File: config.mk
export PLATFORM = sky130hd
export DESIGN_NAME = wp_cmd_seq
export DESIGN_NICKNAME = d
export VERILOG_FILES = /design/src/rtl/wp_pkg.sv /design/src/rtl/wp_cmd_match.sv /design/src/rtl/wp_load_timer.sv /design/src/rtl/wp_flag.sv /design/src/rtl/wp_cmd_seq.sv
export SDC_FILE = /design/constraint.sdc
export NUM_CORES = 1
export LEC_CHECK = 0
export ABC_CLOCK_PERIOD_IN_PS = 2610
export BUFFER_PORTS_ARGS = -buffer_cell sky130_fd_sc_hd__clkbuf_2
export CAP_MARGIN = 20
export CORE_AREA = 3 3 83 85
export DETAILED_ROUTE_END_ITERATION = 6
export DIE_AREA = 0 0 86 88
export PLACE_DENSITY_LB_ADDON = 0.05
export SYNTH_ARGS = -nofsm -noshare
export SYNTH_HDL_FRONTEND = slang
export SYNTH_SLANG_ARGS = --single-unit
File: constraint.sdc
create_clock -name clk -period 2.61 [get_ports clk]
set_input_delay 0.6525 -clock clk [delete_from_list [all_inputs] [get_ports clk]]
set_output_delay 0.6525 -clock clk [all_outputs]
set_load 0.02 [all_outputs]
File: src/rtl/wp_pkg.sv
package wp_pkg;
  localparam int MATCH_W = 15;
  localparam int BYTE_W  = 8;
  localparam int NUM_CMD = 5;

  localparam int K_AA = 0;
  localparam int K_55 = 1;
  localparam int K_A0 = 2;
  localparam int K_80 = 3;
  localparam int K_20 = 4;

  typedef enum logic [2:0] {
    SQ_IDLE, SQ_A1, SQ_A2, SQ_D3, SQ_D4, SQ_D5, SQ_OPEN
  } seq_state_t;

  function automatic logic [MATCH_W-1:0] cmd_addr(input int k);
    return (k == K_55) ? 15'h2AAA : 15'h5555;
  endfunction

  function automatic logic [BYTE_W-1:0] cmd_data(input int k);
    case (k)
      K_AA:    return 8'hAA;
      K_55:    return 8'h55;
      K_A0:    return 8'hA0;
      K_80:    return 8'h80;
      default: return 8'h20;
    endcase
  endfunction
endpackage

File: src/rtl/wp_cmd_match.sv
module wp_cmd_match
  import wp_pkg::*;
(
  input  logic [MATCH_W-1:0] addr,
  input  logic [BYTE_W-1:0]  data,
  output logic [NUM_CMD-1:0] hit
);
  for (genvar i = 0; i < NUM_CMD; i++) begin : g_pat
    assign hit[i] = (addr == cmd_addr(i)) && (data == cmd_data(i));
  end
endmodule

File: src/rtl/wp_load_timer.sv
module wp_load_timer #(
  parameter int LOAD_TMO = 16
) (
  input  logic clk,
  input  logic rst,
  input  logic active,
  input  logic kick,
  output logic expire
);
  localparam int CNT_W = $clog2(LOAD_TMO);
  localparam logic [CNT_W-1:0] LAST = CNT_W'(LOAD_TMO - 1);

  logic [CNT_W-1:0] cnt_q;

  always_ff @(posedge clk) begin
    if (rst || kick || !active) cnt_q <= '0;
    else if (cnt_q != LAST)     cnt_q <= cnt_q + 1'b1;
  end

  assign expire = active && !kick && (cnt_q == LAST);

  // the window counter restarts on every write
  a_r10_kick_restarts: assert property (@(posedge clk) disable iff (rst)
    kick |=> (cnt_q == '0));
endmodule

File: src/rtl/wp_flag.sv
module wp_flag (
  input  logic clk,
  input  logic rst,
  input  logic factory_rst,
  input  logic set_req,
  input  logic clr_req,
  input  logic prog_done,
  output logic prot
);
  logic pend_vld, pend_val;

  always_ff @(posedge clk) begin
    if (factory_rst) prot <= 1'b0;
    else if (!rst && prog_done && pend_vld) prot <= pend_val;
  end

  always_ff @(posedge clk) begin
    if (factory_rst || rst) begin
      pend_vld <= 1'b0;
      pend_val <= 1'b0;
    end else if (set_req) begin
      pend_vld <= 1'b1;
      pend_val <= 1'b1;
    end else if (clr_req) begin
      pend_vld <= 1'b1;
      pend_val <= 1'b0;
    end else if (prog_done) begin
      pend_vld <= 1'b0;
    end
  end

  // power-on reset never changes the flag
  a_r2_por_keeps_flag: assert property (@(posedge clk) disable iff (factory_rst)
    rst |=> $stable(prot));
  // the flag only moves at the end of a write period
  a_r4_flag_on_done: assert property (@(posedge clk) disable iff (factory_rst)
    !$stable(prot) |-> $past(prog_done));
endmodule

File: src/rtl/wp_cmd_seq.sv
module wp_cmd_seq
  import wp_pkg::*;
#(
  parameter int ADDR_W   = 19,
  parameter int LOAD_TMO = 16
) (
  input  logic              clk,
  input  logic              rst,
  input  logic              factory_rst,
  input  logic              wr_stb,
  input  logic [ADDR_W-1:0] wr_addr,
  input  logic [BYTE_W-1:0] wr_data,
  input  logic              prog_done,
  output logic              prot_on,
  output logic              fwd_we,
  output logic [ADDR_W-1:0] fwd_addr,
  output logic [BYTE_W-1:0] fwd_data,
  output logic              timer_only
);
  logic [NUM_CMD-1:0] hit;
  seq_state_t st_q, st_d;
  logic expire, set_req, clr_req, fwd_d, tmr_d, plain;

  wp_cmd_match u_match (
    .addr (wr_addr[MATCH_W-1:0]),
    .data (wr_data),
    .hit  (hit)
  );

  wp_load_timer #(.LOAD_TMO(LOAD_TMO)) u_window (
    .clk    (clk),
    .rst    (rst),
    .active (st_q != SQ_IDLE),
    .kick   (wr_stb),
    .expire (expire)
  );

  wp_flag u_flag (
    .clk         (clk),
    .rst         (rst),
    .factory_rst (factory_rst),
    .set_req     (set_req),
    .clr_req     (clr_req),
    .prog_done   (prog_done),
    .prot        (prot_on)
  );

  always_comb begin
    st_d    = st_q;
    set_req = 1'b0;
    clr_req = 1'b0;
    fwd_d   = 1'b0;
    tmr_d   = 1'b0;
    plain   = 1'b0;
    if (wr_stb) begin
      unique case (st_q)
        SQ_IDLE: if (hit[K_AA]) st_d = SQ_A1;
                 else plain = 1'b1;
        SQ_A1:   if (hit[K_55]) st_d = SQ_A2;
                 else begin plain = 1'b1; st_d = SQ_IDLE; end
        SQ_A2:   if (hit[K_A0]) begin
                   st_d = SQ_OPEN; set_req = 1'b1; tmr_d = 1'b1;
                 end else if (hit[K_80]) st_d = SQ_D3;
                 else begin plain = 1'b1; st_d = SQ_IDLE; end
        SQ_D3:   if (hit[K_AA]) st_d = SQ_D4;
                 else begin plain = 1'b1; st_d = SQ_IDLE; end
        SQ_D4:   if (hit[K_55]) st_d = SQ_D5;
                 else begin plain = 1'b1; st_d = SQ_IDLE; end
        SQ_D5:   if (hit[K_20]) begin
                   st_d = SQ_IDLE; clr_req = 1'b1; tmr_d = 1'b1;
                 end else begin plain = 1'b1; st_d = SQ_IDLE; end
        SQ_OPEN: fwd_d = 1'b1;
        default: st_d = SQ_IDLE;
      endcase
      if (plain) begin
        if (prot_on) tmr_d = 1'b1;
        else         fwd_d = 1'b1;
      end
    end else if (expire) begin
      st_d = SQ_IDLE;
    end
  end

  always_ff @(posedge clk) begin
    if (rst) begin
      st_q       <= SQ_IDLE;
      fwd_we     <= 1'b0;
      timer_only <= 1'b0;
      fwd_addr   <= '0;
      fwd_data   <= '0;
    end else begin
      st_q       <= st_d;
      fwd_we     <= fwd_d;
      timer_only <= tmr_d;
      if (fwd_d) begin
        fwd_addr <= wr_addr;
        fwd_data <= wr_data;
      end
    end
  end

  // never both outcomes for one write
  a_r11_one_outcome: assert property (@(posedge clk) disable iff (rst)
    !(fwd_we && timer_only));
  // outcomes follow a strobe by one cycle
  a_r11_needs_strobe: assert property (@(posedge clk) disable iff (rst)
    (fwd_we || timer_only) |-> $past(wr_stb));
  // protected idle write without a command start stores nothing
  a_r6_protected_plain: assert property (@(posedge clk) disable iff (rst || factory_rst)
    (wr_stb && prot_on && st_q == SQ_IDLE && !hit[K_AA]) |=> (timer_only && !fwd_we));
  // command bytes never reach the page buffer
  a_r4_cmd_start_swallowed: assert property (@(posedge clk) disable iff (rst)
    (wr_stb && st_q == SQ_IDLE && hit[K_AA]) |=> !fwd_we && !timer_only);
endmodule

---- After elaboration in Yosys (flattened, before gate mapping) ----
Cells that the tools add are included.
cells by class
  equal/unequal tests ..................... 17
  add/subtract/negate cells ............... 1
  mux-type cells .......................... 34
  bitwise gates (word level) .............. 1
  reductions and logical operators ........ 24
operators with widths
  operator                                                           number
  8-bit == test, second input constant                               3
  1-bit two-way mux                                                  23
  3-bit two-way mux                                                  6
  3-bit case mux with 6 select lines                                 1
  15-bit by 14-bit == test with 1-bit output, second input constant  1
  15-bit == test, second input constant                              1
  3-bit == test, second input constant                               3
  1-bit logical AND                                                  9
  8-bit by 6-bit == test with 1-bit output, second input constant    1
  8-bit by 7-bit == test with 1-bit output, second input constant    1
  3-bit by 2-bit == test with 1-bit output, second input constant    2
  3-bit nonzero test                                                 2
  2-bit OR reduction                                                 3
  4-bit by 1-bit adder with 4-bit output, second input constant      1
  4-bit == test, second input constant                               1
  2-bit two-way mux                                                  2
  4-bit inequality test, second input constant                       1
  1-bit case mux with 4 select lines                                 1
  2-bit nonzero test                                                 2
  3-bit by 1-bit == test with 1-bit output, second input constant    1
  1-bit logical NOT                                                  3
  3-bit logical NOT                                                  1
  1-bit logical OR                                                   3
  3-bit inequality test, second input constant                       1
  4 further kinds                                                    4
word-level totals
  output and inout bits ................... 30
  register bits ........................... 39
  bits of input ports ..................... 32
  logic and storage cells ................. 86

---- Depth between registers and ports, before layout ----
  word-level depth ........................ 8
  mapped depth ............................ 9
  gate-level depth less buffers ........... 6

---- By module ----
A second synthesis with hierarchy kept.
second synthesis, totals
  cells, all modules ...................... 236
  area, all modules ....................... 2,242.2 µm²
by module, submodules not included
  module         times used  cells each  area an instance (µm²)  sequential area each (µm²)
  wp_cmd_seq     1           179         1,690.4                 640.6
  wp_load_timer  1           20          224.0                   80.1
  wp_cmd_match   1           25          203.9                   0.0
  wp_flag        1           12          123.9                   60.1

---- Worst setup path after synthesis ----
Ideal clock, no wire load.
  kind .................................... input -> register
  start ................................... input port wr_data[1]
  end ..................................... register fwd_addr[0]
  slack ................................... -0.115 ns
  cell stages on the path ................. 8
  setup time .............................. 0.118 ns
  data arrival time ....................... 2.607 ns
  path buffers ............................ 2
  data required time ...................... 2.492 ns
  path through ............................ or3_1 or4_4 o21ai_2 a221oi_2 o41a_1 buf_6 buf_12 mux2i_1
between the ends
  cells in the longest elaborated chain, start to end .. 8
  elaborated cells on any way between the ends .. 19
  those cells by class .................... eq/ne: 5; mux: 9; reduce/logical: 5
RTL lines
  element                                 RTL line           source
  start: declaration                      wp_cmd_seq.sv:12   input logic [BYTE_W-1:0] wr_data,
  8-bit == test                           wp_cmd_match.sv:9  assign hit[i] = (addr == cmd_addr(i)) && (data == cmd_data(i));
  1-bit logical AND                       wp_cmd_match.sv:9
  1-bit two-way mux                       wp_cmd_seq.sv:63   end else if (hit[K_80]) st_d = SQ_D3;
  1-bit two-way mux                       wp_cmd_seq.sv:61   SQ_A2: if (hit[K_A0]) begin
  1-bit case mux with 4 select lines (*)  wp_cmd_seq.sv:56   unique case (st_q)
  1-bit two-way mux (*)                   wp_cmd_seq.sv:55   if (wr_stb) begin
  1-bit two-way mux (*)                   wp_cmd_seq.sv:75   if (plain) begin
  1-bit two-way mux (*)                   wp_cmd_seq.sv:55
  end signal: assignment                  wp_cmd_seq.sv:96   fwd_addr <= wr_addr;
  end: declaration                        wp_cmd_seq.sv:16   output logic [ADDR_W-1:0] fwd_addr,
Every way passes the cells marked *; elsewhere a longest branch is shown, timed or not. The select of a mux whose other input is x is not followed.
A chain may end at the register's enable or synchronous reset.

---- Worst setup path in the final report ----
  start ................................... input port wr_addr[3]
  end ..................................... register fwd_addr[6]
between the ends
  cells in the longest elaborated chain, start to end .. 8
  elaborated cells on any way between the ends .. 16
  those cells by class .................... eq/ne: 2; mux: 9; reduce/logical: 5
RTL lines
  element                                 RTL line           source
  start: declaration                      wp_cmd_seq.sv:11   input logic [ADDR_W-1:0] wr_addr,
  15-bit == test                          wp_cmd_match.sv:9
  1-bit logical AND                       wp_cmd_match.sv:9
  1-bit two-way mux                       wp_cmd_seq.sv:63
  1-bit two-way mux                       wp_cmd_seq.sv:61
  1-bit case mux with 4 select lines (*)  wp_cmd_seq.sv:56
  1-bit two-way mux (*)                   wp_cmd_seq.sv:55
  1-bit two-way mux (*)                   wp_cmd_seq.sv:75
  1-bit two-way mux (*)                   wp_cmd_seq.sv:55
Marks and branches as above.

==> impl_metrics.yaml <==
floorplanning:
  die_w_um: 86
  core_area_sq_um: 6277
  die_area_sq_um: 7568
  initial_utilization_pct: 33.92
  floorplan.io_pins: 62
  std_cell_rows: 29
  fp.dieH_um: 88
yosys:
  synthesized_area_sq_um: 2130
  ys.flop_type: "sky130_fd_sc_hd__dfxtp_1"
  yosys_warnings: 0
  proportion_of_synthesized_chip_area_in_sequential_cells_pct: 36.66
  netlist-cell-type-count: 50
  postSynthAreaPerCell_sq_um: 8.985
  synth-edff-count: 0
  post_synthesis_cells: 237
  syn-num-nets: 270
  synth_seq_cells: 39
  synthArstFlopShare_pct: 0
cells_and_area:
  n_antenna_cell: 0
  layout-drive-gt1-share_pct: 34.97
  fin_util_pct: 46.40
  layout.filler_cells: 634
  finalInstanceArea_sq_um: 2913
  final_cell_count_no_fill: 403
  syn_to_final_growth_pct: 36.78
  design.final.nets: 358
timing:
  setup_viol: 0
  layout_min_cycle_time_ps: 2570
  timing.fmax_mhz: 389.1
  tightestPinTransition_ps: 699.8
  worst_slew_margin_rel_pct: 53.29
  finalHoldViolCount: 0
  rsz0062_at_grt: "yes"
  final_worst_setup_slack_ps: 39.70
  slew_viol_final: 0
  skew_ps: 4.306
  timing.final.crit_share_pct: 98.48
cts:
  cts.clk_slew.worst_paths_ps: 80
  cts_hold_buf: 0
  ctsRootBufferMaster: "sky130_fd_sc_hd__clkbuf_8"
  numCtsBuffers: 5
  tritoncts_num_sinks: 39
  ctsHtreeMaxLevel: 2
  cts_tree: "done"
  clock_path_buffers: 2
  clk_latency_worst_skew_pair_ps: 290
grt:
  total_overflow_reported_by_the_global_router: 0
  antenna_found_initial: 0
  grt_first_pass_wirelength_um: 8859
  number_of_global_route_vias_before_repair: 1872
  grt_max_degree: 36
  grt_use_total_pct: 14.60
detailed_routing:
  dr_total_vias: 1939
  antenna_left: 0
  post_dr_wirelength_cell_um: 13.58
  drt-pass1-iter-count: 4
  post-route-drc-count: 0
  drt-total-wl_um: 5473
  route.detailed.vias_per_inst: 4.811
  dr.first_iter.drc_count: 63
setup_path:
  max_incr_delay_on_cp_ps: 540
  worst_setup_path_start_kind: "input port"
  critical-path-top-delay-family: "simple AND/OR/NAND/NOR gates"
  critPathRequiredTime_ps: 2790
  crit_path_end_kind: "flop"
  worst_path_max_delay_cell: "sky130_fd_sc_hd__or4bb_4"
  critical_path_buf_inv_count: 2
  timing_worst_setup_path_type: "in -> reg"
  path_max_fanout: 7
  endpoint_arrival_time_on_the_critical_path_ps: 2750
  timing.critical_path.cells: "buf_6 -> or4bb_4 -> nor3_4 -> and4_4 -> a311oi_4 -> o41a_4 -> clkbuf_16 -> mux2i_1"
placed_design:
  hpwl_detailed_um: 3998
  post_dp_cell_area_sq_um: 2678
  portBuffers: 61
  place_ws_ps: -291.3
  finalWeightedCongestion: 0.7955
  place.detailed.instances: 391
power_and_ir_drop:
  power_density_nw_per_um2: 451.9
  static-leakage-power_nw: 1.300
  worst_vdd_drop_uv: 190.2
  design_power_total_w: 0.001316
status:
  status: "finished, final reports clean"
min_path:
  tightest_hold_check_type: "reg -> reg"
flow_run:
  max_cap_viol_count: 0
-- tightest hold or removal path: stages (launching register included) --
cell and delay, ps:
sky130_fd_sc_hd__dfxtp_1 320, sky130_fd_sc_hd__nand2b_1 60, sky130_fd_sc_hd__mux2i_1 50
-- kinds of logic (layout without fill, tap and decap cells) --
family | after synthesis | in the layout | share of synthesized area, %
XOR/XNOR | 1 | 1 | 0.4114
flip-flops | 39 | 39 | 36.66
multiplexers | 29 | 29 | 13.63
AND/OR/NAND/NOR | 120 | 120 | 33.61
buffers and inverters | 20 | 109 | 5.640
adder cells (fa/ha/maj) | 1 | 1 | 0.5875
AO/OA/AOI/OAI | 27 | 27 | 9.459
-- power by group --
group / switching [W] / internal, W
Combinational: 0.000116 / 0.000115
Clock: 0.000209 / 0.000241
Sequential: 0.0000136 / 0.000621
Total: 0.000338 / 0.000978
-- cells in the final DEF, fill, tap and decap left out, types with 2 or more instances in the layout --
cell / Yosys / routed
sky130_fd_sc_hd__mux2i_1: 29 / 29
sky130_fd_sc_hd__nand3b_1: 2 / 2
sky130_fd_sc_hd__buf_4: 1 / 30
sky130_fd_sc_hd__nor2_1: 12 / 12
sky130_fd_sc_hd__clkbuf_8: 0 / 7
sky130_fd_sc_hd__nand4bb_1: 2 / 2
sky130_fd_sc_hd__o31ai_1: 2 / 2
sky130_fd_sc_hd__nor3_1: 8 / 7
sky130_fd_sc_hd__nor3_4: 0 / 2
sky130_fd_sc_hd__nand2_1: 13 / 13
sky130_fd_sc_hd__clkbuf_2: 0 / 59
sky130_fd_sc_hd__inv_1: 6 / 6
sky130_fd_sc_hd__nand2b_1: 56 / 56
sky130_fd_sc_hd__a31oi_1: 2 / 2
sky130_fd_sc_hd__nand3_1: 8 / 8
sky130_fd_sc_hd__or4bb_1: 3 / 2
sky130_fd_sc_hd__a21oi_1: 6 / 6
sky130_fd_sc_hd__nor2b_1: 3 / 3
sky130_fd_sc_hd__buf_6: 1 / 3
sky130_fd_sc_hd__dfxtp_1: 39 / 39
sky130_fd_sc_hd__or4_4: 1 / 2
sky130_fd_sc_hd__clkbuf_16: 0 / 2
sky130_fd_sc_hd__a211oi_1: 2 / 2
-- registers in the layout, indices dropped and copies added, names as in the netlist --
signal / count
u_flag.prot: 1
u_flag.pend_val: 1
timer_only: 1
st_q: 3
u_window.cnt_q: 4
fwd_addr: 19
fwd_we: 1
u_flag.pend_vld: 1
fwd_data: 8
-- area by class of cell --
type / count / area, sq um / share of cell area (%)
sequential: 39 / 780.7 / 26.80
clock buffer: 8 / 100.1 / 3.436
timing repair buffer: 95 / 624.3 / 21.43
tap: 77 / 96.34 / 3.308
inverter: 6 / 22.52 / 0.7732
multi-input combinational: 178 / 1289 / 44.24
-- through the flow --
step / TNS (ps) / hold slack [ps]
2_1_floorplan: -603.9 / 449.5
3_3_place_gp: -7110 / 458.2
3_5_place_dp: -7617 / 461.2
4_1_cts: 0 / 476.4
5_1_grt: -15.32 / 488.9
6_report: 0 / 472.0
-- metal layers --
layer  vias to the layer above  GRT usage [%]  wire length (um)
li1                       1005              -                 -
met1                       891          18.65              2576
met2                        37          23.62              2534
met3                         6          4.327               294
met4                         0          4.748                68
met5                         -              0                 0
-- cells in the mapped netlist (2+ instances only) --
master	number	share of area, %
sky130_fd_sc_hd__a211oi_1	2	0.70
sky130_fd_sc_hd__a21oi_1	6	1.4
sky130_fd_sc_hd__a31oi_1	2	0.59
sky130_fd_sc_hd__buf_12	2	1.9
sky130_fd_sc_hd__clkbuf_1	9	1.6
sky130_fd_sc_hd__dfxtp_1	39	37
sky130_fd_sc_hd__inv_1	6	1.1
sky130_fd_sc_hd__mux2i_1	29	14
sky130_fd_sc_hd__nand2_1	13	2.3
sky130_fd_sc_hd__nand2b_1	56	16
sky130_fd_sc_hd__nand3_1	8	1.9
sky130_fd_sc_hd__nand3b_1	2	0.70
sky130_fd_sc_hd__nand4bb_1	2	1.1
sky130_fd_sc_hd__nor2_1	12	2.1
sky130_fd_sc_hd__nor2b_1	3	0.88
sky130_fd_sc_hd__nor3_1	8	1.9
sky130_fd_sc_hd__o31ai_1	2	0.70
sky130_fd_sc_hd__or3_1	2	0.59
sky130_fd_sc_hd__or4bb_1	3	1.6
-- timing repair --
item | CTS | global route
resized for setup | 1 | 10
gates cloned | 0 | 3
buffers inserted | 0 | 1
pin swaps | 0 | 1
endpoints found under the setup margin | 21 | 27
-- worst paths after layout --
path	start	to	slack (ps)	depth (start not counted)
max	wr_addr[3]	fwd_addr[6]$_SDFFE_PP0P_	40	8
min	fwd_addr[3]$_SDFFE_PP0P_	fwd_addr[3]$_SDFFE_PP0P_	470	2
max reg2reg	st_q[2]$_SDFFE_PP0P_	fwd_addr[10]$_SDFFE_PP0P_	610	5
min reg2reg	fwd_addr[3]$_SDFFE_PP0P_	fwd_addr[3]$_SDFFE_PP0P_	470	2
(Power assumes the default switching activity.)
